### config.mk
export PLATFORM = sky130hd
export DESIGN_NAME = digit_seq_counter
export DESIGN_NICKNAME = d
export VERILOG_FILES = /design/src/rtl/digit_seq_pkg.sv /design/src/rtl/dsc_digit_match.sv /design/src/rtl/dsc_tracker.sv /design/src/rtl/dsc_modcount.sv /design/src/rtl/digit_seq_counter.sv
export SDC_FILE = /design/constraint.sdc
export NUM_CORES = 1
export LEC_CHECK = 0
export ABC_CLOCK_PERIOD_IN_PS = 1600
export BUFFER_PORTS_ARGS = -buffer_cell sky130_fd_sc_hd__buf_2
export CAP_MARGIN = 20
export CORE_AREA = 2 2 39 41
export DETAILED_ROUTE_END_ITERATION = 10
export DIE_AREA = 0 0 41 43
export PLACE_DENSITY = 0.48
export SLEW_MARGIN = 20
export SYNTH_ARGS = -nofsm -noshare
export SYNTH_HDL_FRONTEND = slang
export SYNTH_SLANG_ARGS = --single-unit
### constraint.sdc
create_clock -name clk -period 1.6 [get_ports clk]
set_clock_uncertainty 0.2 [all_clocks]
set_input_delay 0 -clock clk [delete_from_list [all_inputs] [get_ports clk]]
set_output_delay 0 -clock clk [all_outputs]
set_load 0.01 [all_outputs]
### src/rtl/digit_seq_pkg.sv
package digit_seq_pkg;

  // Width of one digit code on the stream
  localparam int DIGIT_W = 4;

  // Number of symbols in the watched run
  localparam int RUN_LEN = 3;

  // Progress of the tracker through the run
  typedef enum logic [1:0] {
    TRK_IDLE = 2'd0,
    TRK_GOT1 = 2'd1,
    TRK_GOT2 = 2'd2
  } trk_state_t;

  // Symbol of the run at a given position (0 = first)
  function automatic logic [DIGIT_W-1:0] run_symbol(
    input int                 pos,
    input logic [DIGIT_W-1:0] s0,
    input logic [DIGIT_W-1:0] s1,
    input logic [DIGIT_W-1:0] s2
  );
    case (pos)
      0:       run_symbol = s0;
      1:       run_symbol = s1;
      default: run_symbol = s2;
    endcase
  endfunction

endpackage

### src/rtl/dsc_digit_match.sv
module dsc_digit_match #(
  parameter int              W     = 4,
  parameter logic [W-1:0]    MATCH = '0
) (
  input  logic [W-1:0] digit,
  output logic         hit
);
  // Full-width compare, so codes above 9 never alias a run symbol
  assign hit = (digit == MATCH);
endmodule

### src/rtl/dsc_tracker.sv
module dsc_tracker
  import digit_seq_pkg::*;
#(
  parameter int N_SYM = RUN_LEN
) (
  input  logic             clk,
  input  logic             rst,
  input  logic             accept,
  input  logic [N_SYM-1:0] hit,
  output trk_state_t       state,
  output logic             complete
);
  trk_state_t state_nx;

  // The first symbol arms from any state. The second symbol advances only
  // when the tracker is armed. Anything else falls back to idle.
  always_comb begin
    state_nx = state;
    if (accept) begin
      if (hit[0])
        state_nx = TRK_GOT1;
      else if (state == TRK_GOT1 && hit[1])
        state_nx = TRK_GOT2;
      else
        state_nx = TRK_IDLE;
    end
  end

  // The run closes when the final symbol arrives in the last tracker state
  assign complete = accept && (state == TRK_GOT2) && hit[N_SYM-1];

  always_ff @(posedge clk) begin
    if (rst) state <= TRK_IDLE;
    else     state <= state_nx;
  end
endmodule

### src/rtl/dsc_modcount.sv
module dsc_modcount #(
  parameter int MODULUS = 5,
  parameter int CW      = (MODULUS > 1) ? $clog2(MODULUS) : 1
) (
  input  logic          clk,
  input  logic          rst,
  input  logic          step,
  output logic [CW-1:0] count
);
  localparam logic [CW-1:0] TOP = CW'(MODULUS - 1);

  always_ff @(posedge clk) begin
    if (rst)
      count <= '0;
    else if (step)
      count <= (count == TOP) ? '0 : count + 1'b1;
  end
endmodule

### src/rtl/digit_seq_counter.sv
module digit_seq_counter
  import digit_seq_pkg::*;
#(
  parameter logic [DIGIT_W-1:0] SYM_FIRST  = 4'd3,
  parameter logic [DIGIT_W-1:0] SYM_SECOND = 4'd5,
  parameter logic [DIGIT_W-1:0] SYM_THIRD  = 4'd8,
  parameter int                 MODULUS    = 5,
  parameter int                 CW         = $clog2(MODULUS)
) (
  input  logic               clk,
  input  logic               rst,
  input  logic               in_valid,
  output logic               in_ready,
  input  logic [DIGIT_W-1:0] in_digit,
  output logic [CW-1:0]      occ_count
);
  logic [RUN_LEN-1:0] sym_hit;
  logic               accept;
  logic               run_done;
  trk_state_t         trk_state;

  // No back-pressure: every offered digit is taken
  assign in_ready = 1'b1;
  assign accept   = in_valid && in_ready;

  // One comparator per run position
  for (genvar i = 0; i < RUN_LEN; i++) begin : g_match
    dsc_digit_match #(
      .W     (DIGIT_W),
      .MATCH (run_symbol(i, SYM_FIRST, SYM_SECOND, SYM_THIRD))
    ) u_match (
      .digit (in_digit),
      .hit   (sym_hit[i])
    );
  end

  dsc_tracker #(.N_SYM(RUN_LEN)) u_trk (
    .clk      (clk),
    .rst      (rst),
    .accept   (accept),
    .hit      (sym_hit),
    .state    (trk_state),
    .complete (run_done)
  );

  dsc_modcount #(.MODULUS(MODULUS), .CW(CW)) u_cnt (
    .clk   (clk),
    .rst   (rst),
    .step  (run_done),
    .count (occ_count)
  );
endmodule

==> impl_metrics.json, run 1 <==
{
  "cp-start-kind": "input pin",
  "required_ps": 1530,
  "use_met1": 0.119,
  "clockRootBuffer": "clkbuf_4",
  "cp_top_family": "simple AND/OR/NAND/NOR gates",
  "p_int_mw": 0.240,
  "drv_cap": 0,
  "num_rows": 14,
  "ctsHtreeMaxLevel": 1,
  "vias": 311,
  "drc": 0,
  "gp_congestion": 0.689,
  "area_delta_synth_final_pct": 54.9,
  "p_leak_nw": 0.183,
  "setup_viol": 0,
  "fin_crit_sh": 0.943,
  "multi_input_area_um2": 179,
  "viasPerCell": 4.44,
  "tns_ps": 0,
  "fin_hold_ws_ps": 8.95,
  "drive_gt1_frac": 0.259,
  "power.density_nw_per_um2": 672,
  "dp_hpwl_um": 478,
  "ir_worst_vdd_v": 0.000473,
  "start_util": 0.212,
  "worstPathArrival_ps": 1440,
  "hold_class": "in -> reg",
  "cts_resized": 0,
  "wl_per_cell_um": 9.30,
  "syn_nets": 43,
  "cts_buffer_depth": 2,
  "synth_top_area_share": 0.340,
  "grt_max_degree": 7,
  "slowest_stage": "dlygate4sd3_1",
  "drt_iter0_drc": 4,
  "antenna_found_initial": 0,
  "numCtsBuffers": 3,
  "ys_seq_area_frac": 0.340,
  "fmaxAchievable_mhz": 663,
  "synthCells": 34,
  "max_stage_delay_ps": 550,
  "postCtsSetupRepairBufs": 0,
  "die_area_um2": 1760,
  "yosys-top-cells-area": "dfxtp_1, ha_1, a21oi_1",
  "grt_usage": 0.102,
  "synth_largest_area_cell": "dfxtp_1",
  "syn-cell-area_um2": 294,
  "coreArea_um2": 1380,
  "avgSynthCellArea_um2": 8.65,
  "p_comb_frac": 0.111,
  "yosys_warnings": 0,
  "synth.distinct_cells": 21,
  "p_sw_mw": 0.0660,
  "overflow": 0,
  "grt_pass1_wl_mm": 1.10,
  "layout.area.seq_um2": 100,
  "tritoncts": "done",
  "hold_violations": 0,
  "sw_frac_of_total": 0.216,
  "cp-end-kind": "flop",
  "dp_slack_ps": 171,
  "dr.pass1.iters": 3,
  "drv_slew": 0,
  "clkTransAtPathRegs_ps": 50,
  "cts.sinks": 5,
  "grtUsageMet2": 0.116,
  "cpMostUsedCell": "nor3_1",
  "port_buffers": 9,
  "die_y_um": 43,
  "finalCriticalPeriod_ps": 1510,
  "clock_latency_ps": 240,
  "diodes": 0,
  "use_met3": 0.0942,
  "cp_cell_sequence": "buf_2 > dlygate4sd3_1 > or4b_4 > nor3_1 > nor3_1",
  "die_w_um": 41,
  "top_usage_layer": "met1",
  "criticalPathCategory": "in -> reg",
  "cp_max_fo": 3,
  "status": "complete, no violations",
  "p_clk_frac": 0.478,
  "detail-route-antenna-nets": 0,
  "fin_nets": 64,
  "crit_buf_inv": 2,
  "ios": 11,
  "power_frac_seq": 0.411,
  "ys_ff_latch": 5,
  "wl_um": 651,
  "grt_setup_unrepaired": "false",
  "n_fill_cell": 144,
  "worst_slack_ps": 92.0,
  "grt_pass1_vias": 278
}
## cells by family after synthesis
group                      synth area share
and+or+nand+nor                       0.370
AOI/OAI and AO/OA                     0.140
DFF                                   0.340
other                                0.0128
adders and majority gates            0.0851
buffers and inverters                0.0511
## synthesized netlist by cell type
cell / n
dfxtp_1: 5
a21oi_1: 4
o21ai_0: 3
ha_1: 2
inv_1: 2
nand4_1: 2
nor3_1: 2
a31oi_1: 1
and3b_1: 1
buf_4: 1
conb_1: 1
nand2_1: 1
nand2b_1: 1
nand3_1: 1
nand3b_1: 1
nand4b_1: 1
nor2b_1: 1
nor4b_1: 1
nor4bb_1: 1
or2b_1: 1
or4b_4: 1
## routing by layer
| layer | vias to the layer above | wire length, um |
|---|---|---|
| met2 | 12 | 284 |
| met3 | 0 | 63 |
| li1 | 163 | - |
| met1 | 136 | 303 |
| met5 | - | 0 |
| met4 | 0 | 0 |
## power groups by stage
stage          Combinational (mW)  Clock, mW  Sequential, mW
5_1_grt                    0.0375      0.171           0.125
2_1_floorplan             0.00855          0           0.128
3_5_place_dp               0.0206          0           0.128
4_1_cts                    0.0324      0.152           0.126
6_report                   0.0339      0.146           0.126
3_3_place_gp               0.0211          0           0.128
## flip-flops by register name, indices dropped and copies added (netlist names)
signal       flops
u_cnt.count      3
u_trk.state      2
## timing repair
| item | in CTS | in global routing |
|---|---|---|
| setup endpoints to repair | 0 | 1 |
| hold buffers | 7 | 1 |
| hold endpoints to repair | 5 | 1 |
## tightest hold or removal path: cells and delay by family
family	cells	cell delay (ps)
simple gates	3	290
buf+inv	1	110
## area by class of cell
type | instances | area share
repair buffers | 17 | 0.269
multi-input cells | 26 | 0.393
flip-flops and latches | 5 | 0.220
well taps | 16 | 0.0440
clock buffers | 4 | 0.0577
inverters | 2 | 0.0165
## path summary, 6_finish.rpt
path	slack, ps	depth (start not counted)	startpoint	endpoint
worst max-delay path	90	5	in_digit[0]	u_cnt.count[2]
worst min-delay path	9	4	in_digit[3]	u_cnt.count[2]
worst max register to register	180	3	u_trk.state[0]	u_cnt.count[2]
worst min register to register	310	2	u_trk.state[1]	u_trk.state[1]
## cells in the final DEF, fill, tap and decap left out
| cell type | n |
|---|---|
| nand2_1 | 1 |
| nor4b_1 | 1 |
| buf_2 | 9 |
| dlygate4sd3_1 | 7 |
| a31oi_1 | 1 |
| clkbuf_4 | 3 |
| nand3b_1 | 1 |
| or2b_1 | 1 |
| a21oi_1 | 4 |
| buf_4 | 1 |
| nand4_1 | 2 |
| nand2b_1 | 1 |
| clkbuf_1 | 1 |
| nor4bb_1 | 1 |
| o21ai_0 | 3 |
| nor2b_1 | 1 |
| nand3_1 | 1 |
| dfxtp_1 | 5 |
| ha_1 | 2 |
| conb_1 | 1 |
| inv_1 | 2 |
| nor3_1 | 2 |
| nand4b_1 | 1 |
| and3b_1 | 1 |
| or4b_4 | 1 |
## metrics by stage
stage               cell area, um^2  utilization  instances  total power [mW]
floorplan                       294            -         34             0.136
global placement                359        0.259         59             0.149
detailed placement              359        0.259         59             0.148
CTS                             455        0.329         70             0.310
global route                    455        0.329         70             0.334
finish                          455        0.329         70             0.306
Power figures use the tool's default switching activity.
==> run 2, diff against run 1 <==
Settings changed: HOLD_SLACK_MARGIN from default to 0.15.
==> impl_metrics.json, run 2 (synthesized netlist as in run 1, its figures left out) <==
{
  "status": "complete, no violations",
  "ios": 11,
  "drive_gt1_frac": 0.255,
  "drv_slew": 0,
  "hold_path_depth": 2,
  "clkTransAtPathRegs_ps": 50,
  "finalCriticalPeriod_ps": 1520,
  "antenna_found_initial": 0,
  "gp_congestion": 0.689,
  "cts.sinks": 5,
  "coreArea_um2": 1380,
  "r2r_start": "u_trk.state[0]",
  "numCtsBuffers": 3,
  "ff2ff_path_depth": 3,
  "grt_pass1_vias": 278,
  "final_common_cell": "buf_2",
  "min_from": "u_trk.state[1]",
  "regToRegSetupSlack_ps": 180,
  "cts_resized": 0,
  "clock_latency_ps": 240,
  "dr.pass1.iters": 4,
  "start_util": 0.212,
  "diodes": 0,
  "p_leak_nw": 0.187,
  "vias": 319,
  "die_w_um": 41,
  "num_rows": 14,
  "postCtsSetupRepairBufs": 0,
  "fin_crit_sh": 0.952,
  "die_y_um": 43,
  "dp_slack_ps": 171,
  "cts_buffer_depth": 2,
  "drv_cap": 0,
  "required_ps": 1530,
  "worst_slack_ps": 77.4,
  "hold_violations": 0,
  "layout_common_cells": "buf_2, dlygate4sd3_1, dfxtp_1",
  "r2r_end": "u_cnt.count[2]",
  "ir_worst_vdd_v": 0.000473,
  "tns_ps": 0,
  "wl_um": 649,
  "die_area_um2": 1760,
  "dp_hpwl_um": 478,
  "setup_viol": 0,
  "wl_per_cell_um": 9.14,
  "area_delta_synth_final_pct": 58.3,
  "drt_iter0_drc": 6,
  "criticalPathCategory": "in -> reg",
  "ctsHtreeMaxLevel": 1,
  "cp_max_fo": 3,
  "clockRootBuffer": "clkbuf_4",
  "fmaxAchievable_mhz": 657,
  "worstPathArrival_ps": 1460,
  "cp-start-kind": "input pin",
  "tritoncts": "done",
  "grt_max_degree": 7,
  "cp-end-kind": "flop",
  "power.density_nw_per_um2": 661,
  "grt_usage": 0.104,
  "overflow": 0,
  "hold_class": "reg -> reg",
  "fin_nets": 65,
  "viasPerCell": 4.49,
  "grt_pass1_wl_mm": 1.12,
  "port_buffers": 9,
  "reg_top3": "u_cnt.count x3, u_trk.state x2",
  "largest_reg_flops": 3,
  "top_register": "u_cnt.count",
  "grt_setup_unrepaired": "false",
  "detail-route-antenna-nets": 0,
  "drc": 0,
  "fin_hold_ws_ps": 308,
  "holdPathEnd": "u_trk.state[1]"
}
run 2: changes by cell type in the layout (fill, tap and decap cells not counted), sizes merged:
| cell | change |
|---|---|
| dlygate4sd3 | +1 |
run 2: layout make-up:
cell class | count | area, um^2
fillers | 143 | 918
multi-input cells | 26 | 179
repair buffers | 18 | 133
flip-flops and latches | 5 | 100
clock buffers | 4 | 26.3
well taps | 16 | 20.0
inverters | 2 | 7.51
run 2: how the worst max path moves through the flow:
stage                   startpoint              to  slack, ps  depth (start not counted)
floorplan           u_trk.state[0]  u_cnt.count[2]        220                          3
global placement    u_trk.state[0]  u_cnt.count[2]        160                          3
detailed placement  u_trk.state[0]  u_cnt.count[2]        170                          3
CTS                    in_digit[2]  u_trk.state[0]         70                          5
global route           in_digit[0]  u_cnt.count[1]         30                          5
finish                 in_digit[0]  u_cnt.count[2]         80                          5
run 2: worst max-delay path, stage by stage:
cell and delay (ps):
buf_2 100, dlygate4sd3_1 570, or4b_4 530, nor3_1 200
nor3_1 60
run 2: stage by stage:
step | area [um^2] | util | instances | power (mW)
6_report | 465 | 0.336 | 71 | 0.308
5_1_grt | 465 | 0.336 | 71 | 0.337
4_1_cts | 465 | 0.336 | 71 | 0.312
3_5_place_dp | 359 | 0.259 | 59 | 0.148
3_3_place_gp | 359 | 0.259 | 59 | 0.149
2_1_floorplan | 294 | - | 34 | 0.136
run 2: repair_timing:
action	CTS	global route
hold buffers	8	1
endpoints found under the setup margin	0	1
hold endpoints to repair	5	1
run 2: layer usage:
layer	wire [um]	global-route usage
met1	311	0.129
met2	271	0.113
met3	66	0.0942
met4	0	0.0600
met5	0	0
run 2: power breakdown:
part | internal, mW | switching (mW) | total (mW) | leakage [nW]
Combinational | 0.0219 | 0.0140 | 0.0358 | 0.132
Sequential | 0.125 | 0.000302 | 0.126 | 0.0403
Clock | 0.0943 | 0.0520 | 0.146 | 0.0150
